File: src/rtl/pdma_pkg.sv
package pdma_pkg;
  localparam int LOW_W = 16;
  localparam int DATA_W = 16;

  typedef enum logic [1:0] {
    FLD_BASE  = 2'd0,
    FLD_PAGE  = 2'd1,
    FLD_COUNT = 2'd2,
    FLD_NONE  = 2'd3
  } fld_e;
endpackage

File: src/rtl/pdma_chan.sv
module pdma_chan
  import pdma_pkg::*;
#(
  parameter int PAGE_W = 8
) (
  input  logic              clk,
  input  logic              rst_n,
  input  logic              wr_hit,
  input  logic [1:0]        wr_sel,
  input  logic [DATA_W-1:0] wr_data,
  input  logic              step_en,
  output logic [LOW_W-1:0]  low,
  output logic [PAGE_W-1:0] page,
  output logic              busy,
  output logic              wrap,
  output logic              tc_hit
);

  logic [LOW_W-1:0]  low_q, low_d;
  logic [LOW_W-1:0]  cnt_q, cnt_d;
  logic [PAGE_W-1:0] page_q, page_d;
  logic              busy_q, busy_d;
  logic              wrap_q, wrap_d;
  logic              low_en, cnt_en, page_en, busy_en, wrap_en;

  always_comb begin
    low_d   = low_q;
    cnt_d   = cnt_q;
    page_d  = page_q;
    busy_d  = busy_q;
    wrap_d  = wrap_q;
    low_en  = 1'b0;
    cnt_en  = 1'b0;
    page_en = 1'b0;
    busy_en = 1'b0;
    wrap_en = 1'b0;
    if (wr_hit && !busy_q) begin
      unique case (wr_sel)
        FLD_BASE: begin
          low_d   = wr_data[LOW_W-1:0];
          low_en  = 1'b1;
          wrap_d  = 1'b0;
          wrap_en = 1'b1;
        end
        FLD_PAGE: begin
          page_d  = wr_data[PAGE_W-1:0];
          page_en = 1'b1;
        end
        FLD_COUNT: begin
          cnt_d   = wr_data[LOW_W-1:0];
          cnt_en  = 1'b1;
          busy_d  = 1'b1;
          busy_en = 1'b1;
        end
        default: ;
      endcase
    end
    if (step_en) begin
      low_d  = low_q + 1'b1;
      low_en = 1'b1;
      if (low_q == {LOW_W{1'b1}}) begin
        wrap_d  = 1'b1;
        wrap_en = 1'b1;
      end
      if (cnt_q == '0) begin
        busy_d  = 1'b0;
        busy_en = 1'b1;
      end else begin
        cnt_d  = cnt_q - 1'b1;
        cnt_en = 1'b1;
      end
    end
  end

  always_ff @(posedge clk or negedge rst_n) begin
    if (!rst_n) begin
      low_q  <= '0;
      cnt_q  <= '0;
      page_q <= '0;
      busy_q <= 1'b0;
      wrap_q <= 1'b0;
    end else begin
      if (low_en)  low_q  <= low_d;
      if (cnt_en)  cnt_q  <= cnt_d;
      if (page_en) page_q <= page_d;
      if (busy_en) busy_q <= busy_d;
      if (wrap_en) wrap_q <= wrap_d;
    end
  end

  assign low    = low_q;
  assign page   = page_q;
  assign busy   = busy_q;
  assign wrap   = wrap_q;
  assign tc_hit = step_en && (cnt_q == '0);

  // page latch held while transfer runs
  p_page_hold_r8: assert property (@(posedge clk) disable iff (!rst_n)
    (busy && $past(busy)) |-> $stable(page));

  // each step advances the low counter by one
  p_step_inc_r4: assert property (@(posedge clk) disable iff (!rst_n)
    step_en |=> (low == LOW_W'($past(low) + 1'b1)));

  // wrap leaves the page unchanged
  p_wrap_page_r5: assert property (@(posedge clk) disable iff (!rst_n)
    (step_en && low == {LOW_W{1'b1}}) |=> (low == '0 && $stable(page)));

  // flag set on wrap and sticky until a base write
  p_wrap_set_r6: assert property (@(posedge clk) disable iff (!rst_n)
    (step_en && low == {LOW_W{1'b1}}) |=> wrap);
  p_wrap_sticky_r6: assert property (@(posedge clk) disable iff (!rst_n)
    (wrap && !(wr_hit && wr_sel == FLD_BASE)) |=> wrap);

  // final step ends the transfer
  p_tc_idle_r7: assert property (@(posedge clk) disable iff (!rst_n)
    tc_hit |=> !busy);

endmodule

File: src/rtl/pdma_addr_mux.sv
module pdma_addr_mux
  import pdma_pkg::*;
#(
  parameter int NCH    = 4,
  parameter int PAGE_W = 8,
  localparam int ADDR_W = LOW_W + PAGE_W
) (
  input  logic                  clk,
  input  logic                  rst_n,
  input  logic [NCH-1:0]        grant,
  input  logic [NCH-1:0]        busy,
  input  logic [NCH*LOW_W-1:0]  low_flat,
  input  logic [NCH*PAGE_W-1:0] page_flat,
  output logic [NCH-1:0]        active,
  output logic [ADDR_W-1:0]     addr,
  output logic                  addr_valid
);

  always_comb begin
    active = grant & busy;
    addr   = '0;
    for (int i = 0; i < NCH; i++) begin
      if (active[i]) begin
        addr = addr | {page_flat[i*PAGE_W +: PAGE_W], low_flat[i*LOW_W +: LOW_W]};
      end
    end
    addr_valid = |active;
  end

  // idle output is zero
  p_idle_zero_r3: assert property (@(posedge clk) disable iff (!rst_n)
    !addr_valid |-> (addr == '0));

  // a valid address comes from exactly one granted busy channel
  p_valid_single_r2: assert property (@(posedge clk) disable iff (!rst_n)
    addr_valid |-> ($onehot(grant) && (grant & busy) != '0));

endmodule

File: src/rtl/pdma_addr_gen.sv
module pdma_addr_gen
  import pdma_pkg::*;
#(
  parameter int NCH    = 4,
  parameter int PAGE_W = 8,
  localparam int CH_W   = (NCH > 1) ? $clog2(NCH) : 1,
  localparam int ADDR_W = LOW_W + PAGE_W
) (
  input  logic              clk,
  input  logic              rst_n,
  input  logic              wr_en,
  input  logic [CH_W-1:0]   wr_chan,
  input  logic [1:0]        wr_sel,
  input  logic [DATA_W-1:0] wr_data,
  input  logic [NCH-1:0]    grant,
  input  logic              step,
  output logic [ADDR_W-1:0] addr,
  output logic              addr_valid,
  output logic              tc,
  output logic [NCH-1:0]    wrap_flag,
  output logic [NCH-1:0]    chan_busy
);

  logic [NCH*LOW_W-1:0]  low_flat;
  logic [NCH*PAGE_W-1:0] page_flat;
  logic [NCH-1:0]        active;
  logic [NCH-1:0]        tc_hit;
  logic                  tc_q, tc_d;

  for (genvar g = 0; g < NCH; g++) begin : g_chan
    logic wr_hit_g;
    assign wr_hit_g = wr_en && (wr_chan == CH_W'(g));
    pdma_chan #(.PAGE_W(PAGE_W)) u_chan (
      .clk     (clk),
      .rst_n   (rst_n),
      .wr_hit  (wr_hit_g),
      .wr_sel  (wr_sel),
      .wr_data (wr_data),
      .step_en (step && active[g]),
      .low     (low_flat[g*LOW_W +: LOW_W]),
      .page    (page_flat[g*PAGE_W +: PAGE_W]),
      .busy    (chan_busy[g]),
      .wrap    (wrap_flag[g]),
      .tc_hit  (tc_hit[g])
    );
  end

  pdma_addr_mux #(.NCH(NCH), .PAGE_W(PAGE_W)) u_mux (
    .clk        (clk),
    .rst_n      (rst_n),
    .grant      (grant),
    .busy       (chan_busy),
    .low_flat   (low_flat),
    .page_flat  (page_flat),
    .active     (active),
    .addr       (addr),
    .addr_valid (addr_valid)
  );

  assign tc_d = |tc_hit;

  always_ff @(posedge clk or negedge rst_n) begin
    if (!rst_n) tc_q <= 1'b0;
    else        tc_q <= tc_d;
  end

  assign tc = tc_q;

  // a step without an active channel changes no busy state
  p_idle_step_r10: assert property (@(posedge clk) disable iff (!rst_n)
    (step && !addr_valid && !wr_en) |=> ($stable(chan_busy) && $stable(wrap_flag)));

  // terminal count follows an ending step
  p_tc_cause_r7: assert property (@(posedge clk) disable iff (!rst_n)
    tc |-> $past(step && addr_valid));

endmodule

File: config.mk
export PLATFORM = sky130hd
export DESIGN_NAME = pdma_addr_gen
export DESIGN_NICKNAME = d
export VERILOG_FILES = /design/src/rtl/pdma_pkg.sv /design/src/rtl/pdma_chan.sv /design/src/rtl/pdma_addr_mux.sv /design/src/rtl/pdma_addr_gen.sv
export SDC_FILE = /design/constraint.sdc
export NUM_CORES = 1
export LEC_CHECK = 0
export ABC_AREA = 1
export BUFFER_PORTS_ARGS = -buffer_cell sky130_fd_sc_hd__buf_2
export CELL_PAD_IN_SITES_DETAIL_PLACEMENT = 2
export CELL_PAD_IN_SITES_GLOBAL_PLACEMENT = 2
export CORE_MARGIN = 1.5
export CORE_UTILIZATION = 39
export CTS_BUF_LIST = sky130_fd_sc_hd__clkbuf_8
export DETAILED_ROUTE_END_ITERATION = 10
export PLACE_DENSITY = 0.95
export SKIP_CTS_REPAIR_TIMING = 1
export SLEW_MARGIN = 30
export SYNTH_ARGS = -nofsm -noshare
export SYNTH_HDL_FRONTEND = slang
export SYNTH_SLANG_ARGS = --single-unit
export TNS_END_PERCENT = 1
File: constraint.sdc
create_clock -name clk -period 4.95 [get_ports clk]
set_clock_uncertainty 0.2 [all_clocks]
set_input_delay 0.2475 -clock clk [delete_from_list [all_inputs] [get_ports clk]]
set_output_delay 0.2475 -clock clk [all_outputs]
set_load 0.01 [all_outputs]
### Word level (Yosys, flattened, before mapping)

Cells that the tools add are included.

* bitwise operators: 4
* add/subtract/negate cells: 8
* multiplexer cells: 104
* reduce and logical (&&, ||, !) cells: 44
* equal/unequal tests: 9

Operator list (number)
* $mux 16: 25
* $mux 24: 4
* $mux 1: 75
* $or 24x24->24: 3
* $add 16x1->16 const B: 4
* $eq 16x16->1 const B: 4
* $logic_not 16->1: 4
* $sub 16x1->16 const B: 4
* $reduce_and 3->1: 8
* $logic_and 1x1->1: 16
* $reduce_bool 2->1: 8
* $reduce_or 4->1: 2
* $eq 2x2->1 const B: 3
* $and 4x4->4: 1
* $eq 2x1->1 const B: 2
* $logic_not 1->1: 4
* $logic_not 2->1: 2

* logic and storage cells: 190
* bits in registers: 169

### Depth between registers and ports, before layout

* depth in word-level cells: 8
* depth in mapped cells: 12

### Hierarchy

From an unflattened synthesis, not the netlist that was laid out.

* cell total of the unflattened synthesis: 1868
* area, all modules: 12508.2 µm²

By module, submodules not included
* pdma_chan (g_chan[0].u_chan ...): times used 2, cells each 391, area each 2671.3 µm²
* pdma_chan (g_chan[2].u_chan): times used 1, cells each 392, area each 2840.2 µm²
* pdma_chan (g_chan[3].u_chan): times used 1, cells each 425, area each 2812.7 µm²
* pdma_addr_mux: times used 1, cells each 249, area each 1416.4 µm²
* pdma_addr_gen: times used 1, cells each 20, area each 96.3 µm²

### Worst setup path after synthesis

No wires, ideal clock.

* kind: flip-flop to flip-flop
* from: reg g_chan[1].u_chan.cnt_q[0]
* to: reg g_chan[1].u_chan.cnt_q[15]
* required time: 4.634 ns
* buffers on the path: 1
* path slack: 3.266 ns
* arrival time: 1.367 ns
* stages on the path, launching flop included: 11
* cell sequence: dfrtp_1 > inv_1 > ha_1 > nand2_1 > nor2_1 > nand3_1 > nand2_1 > buf_4 > o21ai_0 > nand2_1 > nand2_1

* longest elaborated chain between the ends: 3
* elaborated cells on any way between the ends: 6
* classes of those cells: add/sub (1); mux (4); reduce/logical (1)

Ends and longest elaborated chain
* from (decl): RTL line pdma_chan.sv:20 `logic [LOW_W-1:0] cnt_q, cnt_d;`
* from (signal assigned): RTL line pdma_chan.sv:84 `if (cnt_en) cnt_q <= cnt_d;`
* $sub 16x1->16 or $logic_not 16->1 (tied branches): RTL line pdma_chan.sv:69, pdma_chan.sv:65
* $mux 16 or $mux 1 (tied branches): RTL line pdma_chan.sv:65 `if (cnt_q == '0) begin`
* $mux 16 or $mux 1 (tied branches): RTL line pdma_chan.sv:58 `if (step_en) begin`

Several ways; a longest one is shown, not always the timed one.
A chain may end at the register's enable or synchronous reset.

### Final worst setup path

* from: reg g_chan[2].u_chan.busy_q
* to: reg g_chan[2].u_chan.low_q[2]

* longest elaborated chain between the ends: 5
* elaborated cells on any way between the ends: 10
* classes of those cells: mux (3); bitwise (1); reduce/logical (6)

Ends and longest elaborated chain
* from (decl): RTL line pdma_chan.sv:22 `logic busy_q, busy_d;`
* from (signal assigned): RTL line pdma_chan.sv:86 `if (busy_en) busy_q <= busy_d;`
* $logic_not 1->1: RTL line pdma_chan.sv:37 `if (wr_hit && !busy_q) begin`
* $logic_and 1x1->1: RTL line pdma_chan.sv:37
* $mux 1: RTL line pdma_chan.sv:37
* $mux 1: RTL line pdma_chan.sv:58
* $reduce_and 3->1 (no source line)
* to (signal assigned): RTL line pdma_chan.sv:83 `if (low_en) low_q <= low_d;`
* to (decl): RTL line pdma_chan.sv:19 `logic [LOW_W-1:0] low_q, low_d;`

Several ways; a longest one is shown, not always the timed one.

==> summary.txt <==
Clocking
  – Register clock-pin slew on the reported worst setup and hold paths: 0.11 ns
  – Sink Count: 169
  – CTS Buffer Depth: 2
  – Num CTS Buffers: 17
  – Root Buffer: clkbuf_8
  – H-tree levels: 4
  – CTS tree: built
  – Worst-skew pair later-pin latency: 0.56 ns

Place
  – IO Port Bufs: 61
  – DPL Wire Length: 39.26 mm
  – Routability Congestion: 0.9286

Timing
  – Final hold violations: 0
  – Max Transition Viols Final: 0
  – Tightest Pin Transition: 0.8652 ns
  – Maximum operating frequency: 336.0 MHz
  – Worst rel slew slack: 42.26%
  – Endpoints failing setup: 0
  – Final Cycle Share: 60.12%
  – Final setup TNS: 0 ns
  – Final Critical Period: 2.976 ns
  – RSZ-0062 raised after global routing: false

Min path
  – Worst Hold Class: in -> reg
  – Worst Hold Depth: 6

Route
  – Initial drt markers: 1,165
  – DR vias: 12,900
  – Post-route ant nets: 0
  – Final WL: 57.20 mm
  – DRC violations left: 0
  – Routed len/inst: 27.14 µm
  – First-pass DRT Iterations: 7
  – Routed vias/inst: 6.121

Global routing
  – First-pass GRT wire length: 85.99 mm
  – Total gr overflow: 0
  – Total global-route track usage: 39.56%
  – Largest net degree at the start of global routing: 72
  – Initial antenna violation count: 1
  – Number of global-route vias before repair: 14,050

Yosys
  – Main synth FF type: dfrtp_1
  – EDFF count, synth: 0
  – Netlist cell types: 40
  – Post-synthesis average cell area: 6.715 µm²
  – Syn_nets: 1,699
  – Register area share after synthesis: 37.96%
  – Syn Inst Count: 1,659
  – Synth async-reset ratio: 100.0%
  – Warnings from Yosys: 0
  – FF+latch count, synth: 169
  – Syn Std Cell Area: 11,140 µm²

Pwr
  – Leak: 0.005960 µW
  – PnR Total Power: 6659 µW
  – Maximum resistive drop on vdd: 0.1830 mV
  – Pwr/cell area: 540.8 nW/µm²

Outcome
  – Status: completed

Critical path
  – R2r setup slk: 1.97 ns
  – CP endpoint kind: flip-flop
  – CP arrival: 3.17 ns
  – CP Max Fanout: 16
  – Critical Setup Path Class: reg -> reg
  – Critical Path RT: 5.14 ns
  – Crit start category: flip-flop
  – Reg2reg path depth: 7

Run
  – # Max-Cap Violations: 0

Cells and area
  – Most frequent cells in the layout: nand2_1 (540), inv_1 (186), o21ai_0 (178)
  – Area Growth Syn to Fin: 10.54%
  – Nets: 1,755
  – Leading cell type in the layout, fill and taps excluded: nand2_1
  – Fillers: 3,451
  – Layout cells sized above 1: 8.102%

Die
  – Die width: 172.0 µm
  – Core Region: 27,930 µm²
  – Die height: 172.0 µm
  – Die area: 29,590 µm²
  – Num rows: 61
  – Starting Density: 39.88%
  – # IOs: 62
-- flip-flops by register name, summed over array words and instances, names as in the netlist --
register / count
tc: 1
g_chan.u_chan.wrap: 4
g_chan.u_chan.busy: 4
g_chan.u_chan.low: 64
g_chan.u_chan.cnt_q: 64
g_chan.u_chan.page: 32
-- report_power, final --
group          leakage [µW]  switching (µW)  internal, µW
Combinational       0.00367            2060           872
Sequential          0.00208             698          1870
Clock              0.000212             653           509
-- cells in the mapped netlist (all sizes together) (6+ instances only) --
cell    count  share of area (%)
a21oi      32                1.4
buf        25                1.3
clkbuf     18               0.61
dfrtp     169                 38
ha         12                1.3
inv       197                6.6
nand2     548                 19
nand3     125                5.6
nand4      31                1.7
nor2      162                6.0
nor3       27                1.4
o211ai     15                1.0
o21ai     179                8.0
o221ai     18                1.4
o22ai      28                1.6
xnor2       6               0.47
xor2       39                3.1
-- per-layer routing --
layer	vias up	global-route usage, %	wire length, µm
met5	-	0	0
met4	0	26.20	3554
met3	229	7.576	3344
met2	583	67.06	28250
met1	6582	45.49	22050
li1	5510	-	-
-- worst max-delay path, stage by stage, from the launching register on --
cell and delay (ns):
dfrtp_1 0.44, nand2_1 0.22, nor2_2 0.71, inv_2 0.35, nand2_1 0.40, inv_1 0.24, nand2_1 0.13, o211ai_1 0.12
-- final timing paths --
path                                       startpoint                   endpoint
worst max register to register  g_chan[2].u_chan.busy    g_chan[2].u_chan.low[2]
worst min-delay path                        wr_sel[0]    g_chan[1].u_chan.low[8]
worst min register to register  g_chan[3].u_chan.wrap      g_chan[3].u_chan.wrap
min in group asynchronous                       rst_n  g_chan[0].u_chan.cnt_q[9]
max in group asynchronous                       rst_n  g_chan[3].u_chan.cnt_q[9]
worst max-delay path            g_chan[2].u_chan.busy    g_chan[2].u_chan.low[2]
-- cell type report --
type,instances,area (µm²),share of cell area [%]
flip-flops and latches,169,4229,34.35
diodes,2,5.005,0.04065
well taps,378,473.0,3.841
clock buffers,17,234.0,1.900
inverters,201,755.7,6.138
multi-input cells,1246,5941,48.25
clock inverters,15,186.4,1.514
repair buffers,80,489.2,3.973
-- stage by stage --
stage,hold WS (ns),cells,instance area [µm²],util (%),worst slack [ns]
floorplan,-0.2481,1659,11140,-,3.266
global placement,0.1284,2060,11750,42.05,2.355
detailed placement,0.1487,2060,11750,42.05,2.116
CTS,-0.4353,2092,12170,43.56,2.029
global route,0.1020,2107,12310,44.07,1.893
finish,0.09045,2108,12310,44.08,1.974
-- logic make-up (layout without fill, tap and decap cells) --
kind of cell	Yosys count	count (layout)	synth area share, %
adder cells (fa/ha/maj)	12	12	1.348
multiplexers	1	1	0.1011
AND/OR/NAND/NOR	906	906	34.16
AO/OA/AOI/OAI	282	282	14.19
other	0	2	0
XOR/XNOR	45	45	3.538
buffers and inverters	244	313	8.705
flip-flops	169	169	37.96
(Power assumes the default switching activity.)
